$ cat src/rtl/ddr2_guard_pkg.sv
package ddr2_guard_pkg;

    typedef enum logic [2:0] {
        CMD_NOP = 3'd0,
        CMD_ACT = 3'd1,
        CMD_RD  = 3'd2,
        CMD_WR  = 3'd3,
        CMD_PRE = 3'd4
    } cmd_e;

    typedef struct packed {
        logic act;
        logic rd;
        logic wr;
        logic pre;
        logic ap;
    } bank_req_t;

    // Per-bank request; codes 5..7 decode to nothing
    function automatic bank_req_t decode_req(logic [2:0] code, logic ap, logic hit);
        bank_req_t r;
        r.act = hit && (code == CMD_ACT);
        r.rd  = hit && (code == CMD_RD);
        r.wr  = hit && (code == CMD_WR);
        r.pre = hit && (code == CMD_PRE);
        r.ap  = hit && ap;
        return r;
    endfunction

endpackage

$ cat src/rtl/ddr2_guard_calc.sv
module ddr2_guard_calc #(
    parameter int LW = 4,
    parameter int TW = 6,
    parameter int CW = TW + 3
) (
    input  logic [LW-1:0] cfg_al,
    input  logic [LW-1:0] cfg_cl,
    input  logic          cfg_bl8,
    input  logic [TW-1:0] cfg_trtp,
    input  logic [TW-1:0] cfg_tras,
    input  logic [TW-1:0] cfg_trp,
    input  logic [TW-1:0] cfg_trc,
    input  logic [TW-1:0] cfg_trcd,
    output logic [CW-1:0] ld_rc,
    output logic [CW-1:0] ld_rp,
    output logic [CW-1:0] ld_ras,
    output logic [CW-1:0] ld_col,
    output logic [CW-1:0] ld_rd2pre,
    output logic [CW-1:0] ld_rd2wr,
    output logic [CW-1:0] n_rd2pre,
    output logic [CW-1:0] n_rp,
    output logic [LW:0]   rd_lat,
    output logic [LW:0]   wr_lat
);
    // A delay of N clocks loads N-1 so the flag rises N cycles later
    function automatic logic [CW-1:0] to_ld(logic [CW-1:0] n);
        return (n == '0) ? '0 : n - CW'(1);
    endfunction

    logic [CW-1:0] half_bl, trtp_eff, al_w, trcd_w;

    always_comb begin
        al_w     = CW'(cfg_al);
        trcd_w   = CW'(cfg_trcd);
        half_bl  = cfg_bl8 ? CW'(4) : CW'(2);
        trtp_eff = (cfg_trtp < TW'(2)) ? CW'(2) : CW'(cfg_trtp);
        n_rd2pre = al_w + half_bl + trtp_eff - CW'(2);
        n_rp     = CW'(cfg_trp);
        ld_rc    = to_ld(CW'(cfg_trc));
        ld_rp    = to_ld(n_rp);
        ld_ras   = to_ld(CW'(cfg_tras));
        ld_col   = (trcd_w > al_w) ? to_ld(trcd_w - al_w) : '0;
        ld_rd2pre = to_ld(n_rd2pre);
        ld_rd2wr = to_ld(half_bl + CW'(2));
        rd_lat   = (LW+1)'(cfg_al) + (LW+1)'(cfg_cl);
        wr_lat   = rd_lat - (LW+1)'(1);
    end
endmodule

$ cat src/rtl/ddr2_bank_timer.sv
module ddr2_bank_timer
    import ddr2_guard_pkg::*;
#(
    parameter int CW = 9
) (
    input  logic          clk,
    input  logic          rst,
    input  bank_req_t     req,
    input  logic [CW-1:0] ld_rc,
    input  logic [CW-1:0] ld_rp,
    input  logic [CW-1:0] ld_ras,
    input  logic [CW-1:0] ld_col,
    input  logic [CW-1:0] ld_rd2pre,
    input  logic [CW-1:0] n_rd2pre,
    input  logic [CW-1:0] n_rp,
    output logic          is_open,
    output logic          act_ok,
    output logic          col_ok,
    output logic          pre_ok
);
    function automatic logic [CW-1:0] dec(logic [CW-1:0] v);
        return (v == '0) ? '0 : v - CW'(1);
    endfunction

    function automatic logic [CW-1:0] later(logic [CW-1:0] a, logic [CW-1:0] b);
        return (a > b) ? a : b;
    endfunction

    logic [CW-1:0] act_t, col_t, pre_t;
    logic [CW-1:0] act_d, col_d, pre_d;
    logic [CW-1:0] p_imp, imp_sum;
    logic          open_q, open_d;

    always_comb begin
        act_d  = dec(act_t);
        col_d  = dec(col_t);
        pre_d  = dec(pre_t);
        open_d = open_q;
        p_imp  = req.rd ? later(pre_t, n_rd2pre) : pre_t;
        imp_sum = p_imp + n_rp;
        if (req.act) begin
            open_d = 1'b1;
            act_d  = later(act_d, ld_rc);
            col_d  = ld_col;
            pre_d  = ld_ras;
        end
        if (req.pre) begin
            open_d = 1'b0;
            act_d  = later(act_d, ld_rp);
        end
        if (req.rd) begin
            pre_d = later(pre_d, ld_rd2pre);
        end
        if ((req.rd || req.wr) && req.ap) begin
            open_d = 1'b0;
            act_d  = later(act_d, dec(imp_sum));
        end
    end

    always_ff @(posedge clk) begin
        if (rst) begin
            act_t  <= '0;
            col_t  <= '0;
            pre_t  <= '0;
            open_q <= 1'b0;
        end else begin
            act_t  <= act_d;
            col_t  <= col_d;
            pre_t  <= pre_d;
            open_q <= open_d;
        end
    end

    assign is_open = open_q;
    assign act_ok  = !open_q && (act_t == '0);
    assign col_ok  = open_q && (col_t == '0);
    assign pre_ok  = open_q && (pre_t == '0);
endmodule

$ cat src/rtl/ddr2_cmd_guard.sv
module ddr2_cmd_guard
    import ddr2_guard_pkg::*;
#(
    parameter int NBANK = 8,
    parameter int BW    = $clog2(NBANK),
    parameter int LW    = 4,
    parameter int TW    = 6
) (
    input  logic              clk,
    input  logic              rst,
    input  logic [2:0]        cmd_code,
    input  logic [BW-1:0]     cmd_bank,
    input  logic              cmd_ap,
    input  logic [LW-1:0]     cfg_al,
    input  logic [LW-1:0]     cfg_cl,
    input  logic              cfg_bl8,
    input  logic [TW-1:0]     cfg_trtp,
    input  logic [TW-1:0]     cfg_tras,
    input  logic [TW-1:0]     cfg_trp,
    input  logic [TW-1:0]     cfg_trc,
    input  logic [TW-1:0]     cfg_trcd,
    output logic [NBANK-1:0]  rdy_act,
    output logic [NBANK-1:0]  rdy_rd,
    output logic [NBANK-1:0]  rdy_wr,
    output logic [NBANK-1:0]  rdy_pre,
    output logic [NBANK-1:0]  bank_open,
    output logic              viol,
    output logic [LW:0]       rd_lat,
    output logic [LW:0]       wr_lat
);
    localparam int CW = TW + 3;

    logic [CW-1:0] ld_rc, ld_rp, ld_ras, ld_col, ld_rd2pre, ld_rd2wr, n_rd2pre, n_rp;
    logic [CW-1:0] wr_t;
    logic [NBANK-1:0] col_ok;
    logic          bad, viol_q;

    ddr2_guard_calc #(.LW(LW), .TW(TW), .CW(CW)) u_calc (
        .cfg_al(cfg_al), .cfg_cl(cfg_cl), .cfg_bl8(cfg_bl8),
        .cfg_trtp(cfg_trtp), .cfg_tras(cfg_tras), .cfg_trp(cfg_trp),
        .cfg_trc(cfg_trc), .cfg_trcd(cfg_trcd),
        .ld_rc(ld_rc), .ld_rp(ld_rp), .ld_ras(ld_ras), .ld_col(ld_col),
        .ld_rd2pre(ld_rd2pre), .ld_rd2wr(ld_rd2wr), .n_rd2pre(n_rd2pre),
        .n_rp(n_rp), .rd_lat(rd_lat), .wr_lat(wr_lat)
    );

    for (genvar b = 0; b < NBANK; b++) begin : g_bank
        bank_req_t req;
        assign req = decode_req(cmd_code, cmd_ap, cmd_bank == BW'(b));
        ddr2_bank_timer #(.CW(CW)) u_tmr (
            .clk(clk), .rst(rst), .req(req),
            .ld_rc(ld_rc), .ld_rp(ld_rp), .ld_ras(ld_ras), .ld_col(ld_col),
            .ld_rd2pre(ld_rd2pre), .n_rd2pre(n_rd2pre), .n_rp(n_rp),
            .is_open(bank_open[b]), .act_ok(rdy_act[b]),
            .col_ok(col_ok[b]), .pre_ok(rdy_pre[b])
        );
    end

    // Read-to-write turnaround is shared by all banks (data bus)
    always_ff @(posedge clk) begin
        if (rst)                   wr_t <= '0;
        else if (cmd_code == CMD_RD) wr_t <= ld_rd2wr;
        else if (wr_t != '0)       wr_t <= wr_t - CW'(1);
    end

    assign rdy_rd = col_ok;
    assign rdy_wr = col_ok & {NBANK{wr_t == '0}};

    always_comb begin
        case (cmd_code)
            CMD_ACT: bad = !rdy_act[cmd_bank];
            CMD_RD:  bad = !rdy_rd[cmd_bank];
            CMD_WR:  bad = !rdy_wr[cmd_bank];
            CMD_PRE: bad = !rdy_pre[cmd_bank];
            default: bad = 1'b0;
        endcase
    end

    always_ff @(posedge clk) begin
        if (rst) viol_q <= 1'b0;
        else     viol_q <= viol_q | bad;
    end

    assign viol = viol_q;
endmodule

$ cat config.mk
export PLATFORM = sky130hd
export DESIGN_NAME = ddr2_cmd_guard
export DESIGN_NICKNAME = d
export VERILOG_FILES = /design/src/rtl/ddr2_guard_pkg.sv /design/src/rtl/ddr2_guard_calc.sv /design/src/rtl/ddr2_bank_timer.sv /design/src/rtl/ddr2_cmd_guard.sv
export SDC_FILE = /design/constraint.sdc
export NUM_CORES = 1
export LEC_CHECK = 0
export ABC_AREA = 1
export BUFFER_PORTS_ARGS = -buffer_cell sky130_fd_sc_hd__buf_2
export CAP_MARGIN = 15
export CORE_MARGIN = 3
export CORE_UTILIZATION = 45
export CTS_CLUSTER_SIZE = 25
export DETAILED_ROUTE_END_ITERATION = 8
export HOLD_SLACK_MARGIN = 0.12
export MAX_ROUTING_LAYER = met4
export PLACE_DENSITY_LB_ADDON = 0.12
export SYNTH_ARGS = -nofsm -noshare
export SYNTH_HDL_FRONTEND = slang
export SYNTH_SLANG_ARGS = --single-unit
$ cat constraint.sdc
create_clock -name clk -period 8 [get_ports clk]
set_clock_uncertainty 0.1 [all_clocks]
set_input_delay 0.8 -clock clk [delete_from_list [all_inputs] [get_ports clk]]
set_output_delay 0.8 -clock clk [all_outputs]
set_load 0.05 [all_outputs]
==> flow_summary.yaml <==
cells_and_area:
  drive_above_1_share_pct: 8.79
  stdcell_count: 6021
  area_growth_pct: 11.2
  finalNetCount: 5670
  num-fill-cells: 7010
  fin_util_pct: 51.1
outcome:
  status: "completed"
sta:
  tightest_slew_ns: 1.27
  setup_viol: 0
  tns_ns: 0
  post-route-min-period_ns: 7.43
  fmax_mhz: 135
  finalHoldViolCount: 0
  finalCritPeriodShare_pct: 92.9
  slew_viol_final: 0
  layout_setup_ws_ns: 0.569
  maxSlewHeadroom_pct: 14.5
setup_path:
  path_common_cell: "nand2_1"
  crit_path_end_kind: "flip-flop"
  slowest_stage: "fa_1"
  cp-start-kind: "primary input"
  path_delay_family: "adder cells"
  timing.critical_path.buf_inv: 8
  r2r_cells: 42
  cp_max_fo: 11
  ff2ff_setup_slack_ns: 1.19
  reg2reg_to: "g_bank[3].u_tmr.act_t[1]"
  crit_type: "in2reg"
  cp.arrival_ns: 7.85
  crit_required_ns: 8.42
  reg2reg_from: "g_bank[3].u_tmr.act_t[0]"
  cpPeakStageDelay_ns: 0.41
die:
  core_um2: 66600
  die_h_um: 267
  die_area_um2: 71100
  die_x_um: 267
  pin_count: 99
  initial_core_util_pct: 46.0
  row_count: 94
global_routing:
  grt_pass1_wl_um: 164000
  grt_max_degree: 97
  grt_overflow: 0
  grt_pass1_vias: 29300
  grtUsageTotal_pct: 30.0
  antenna_found_initial: 2
clock_tree:
  numClockSinks: 234
  cts_buffers: 30
  clock_path_buffers: 3
  path_clk_slew_ns: 0.06
  clkLatencyLatePin_ns: 0.61
  tritoncts: "done"
  htree_levels: 1
  clockRootBuffer: "clkbuf_16"
routing:
  finalWirelength_um: 106000
  drtIter0Drc: 2768
  avgViaCountPerCell: 5.36
  ant_nets: 0
  firstDrtPassIters: 6
  remaining_drc_errors: 0
  avgRoutedWirePerCell_um: 17.6
  dr_total_vias: 32200
yosys:
  synth_edf_count: 0
  synth_area_leaders: "ha_1, nand2_1, dfxtp_1"
  synthTopCellsByCount: "nand2_1, inv_1, ha_1"
  synth_top_area_share_pct: 19.4
  postSynth.asyncResetShare_pct: 0
  syn_inst: 4932
  yosysSeqAreaShare_pct: 15.3
  yosysWarnings: 0
  synthesis.area_um2: 30600
  synthFlopType: "dfxtp_1"
  synth-seq-cells: 234
  synth_cell_types: 62
  syn_area_per_cell_um2: 6.20
  synth.most_common_cell: "nand2_1"
  synth_area_leader_cell: "ha_1"
hold_path:
  min_to: "wr_t[8]"
  hold_depth: 2
  min_path_type: "reg2reg"
  min_from: "wr_t[8]"
place:
  place_inst: 5966
  portBuffers: 98
  place_congestion: 0.968
  dp_hpwl_um: 83600
  pre_cts_slack_ns: -0.111
power_and_ir_drop:
  p_leak_nw: 18.4
  powerDensity_nw_per_um2: 464
  max-vdd-ir-drop_mv: 0.240
job:
  cap_violations: 0
## routing by layer
layer | routed length (um) | global-route usage (%) | part of all wire [%]
met4 | 3920 | 9.44 | 3.7
met5 | 0 | - | 0
met3 | 7320 | 3.15 | 6.9
met1 | 49300 | 40.7 | 47
met2 | 45300 | 47.0 | 43
## through the flow
step           hold WS (ns)  cell area, um2  power, mW
2_1_floorplan         0.317           30800       11.2
3_3_place_gp          0.327           32900       13.9
3_5_place_dp          0.330           32900       14.0
4_1_cts               0.341           34000       15.7
5_1_grt               0.380           34000       17.8
6_report              0.340           34000       15.8
## registers in the layout, indices dropped and copies added, names as in the netlist
register and cells:
g_bank.u_tmr.is_open 8, viol 1, g_bank.u_tmr.col_t 72, wr_t 9, g_bank.u_tmr.pre_t 72, g_bank.u_tmr.act_t 72
## area by class of cell
class / count / area, um2 / area share, %
Tap cell: 864 / 1080 / 3.18
Clock buffer: 34 / 776 / 2.28
Timing Repair Buffer: 239 / 1590 / 4.68
Multi-Input combinational cell: 3982 / 23100 / 68.0
Antenna cell: 1 / 2.50 / 0.00736
Inverter: 647 / 2430 / 7.15
Sequential cell: 234 / 4680 / 13.8
Clock inverter: 20 / 312 / 0.916
## cell families (layout without fill, tap and decap cells)
logic type	Yosys count	in the layout	synth area share, %
AND/OR/NAND/NOR	2342	2342	32.7
other	1	49	0.0123
adder cells (fa/ha/maj)	488	488	20.3
multiplexers	1	1	0.0368
flip-flops	234	234	15.3
XOR/XNOR	172	172	4.92
buffers and inverters	763	940	9.83
AO/OA/AOI/OAI	931	931	16.9
## repair_timing
action / CTS / global route
gates resized for setup: 0 / 12
hold buffers: 0 / 0
setup buffers: 0 / 0
endpoints found under the setup margin: 0 / 72
## worst register-to-register path: cells and delay by family (launching register included)
kind	cells	cell delay, ns
simple gates	20	2.44
flops	1	0.30
compound gates	12	1.80
fa+ha+maj	4	1.08
buf+inv	6	0.99
## power breakdown
group	leakage (nW)	internal [mW]	switching, mW
Clock	0.519	0.923	0.604
Combinational	16.0	4.67	7.57
Sequential	1.93	1.61	0.396
## cell usage in the layout (no fill, tap or decap), types with 85 or more instances in the layout
cell type / count
buf_4: 137
nor2_1: 447
xor2_1: 108
dfxtp_1: 234
nor3_1: 85
a21oi_1: 411
nand2_1: 1314
o21ai_0: 307
nand3_1: 265
ha_1: 475
inv_1: 624
buf_2: 98
## how the worst max path moves through the flow
stage | startpoint | end | cells after the start
finish | cfg_trtp[5] | g_bank[0].u_tmr.act_t[6] | 51
global route | cfg_trtp[5] | g_bank[0].u_tmr.act_t[4] | 51
CTS | cfg_trtp[5] | g_bank[1].u_tmr.act_t[8] | 49
floorplan | cfg_trtp[5] | g_bank[7].u_tmr.act_t[7] | 49
detailed placement | cfg_trtp[5] | g_bank[1].u_tmr.act_t[8] | 49
global placement | cfg_trtp[5] | g_bank[0].u_tmr.act_t[8] | 50
(Power assumes the default switching activity.)
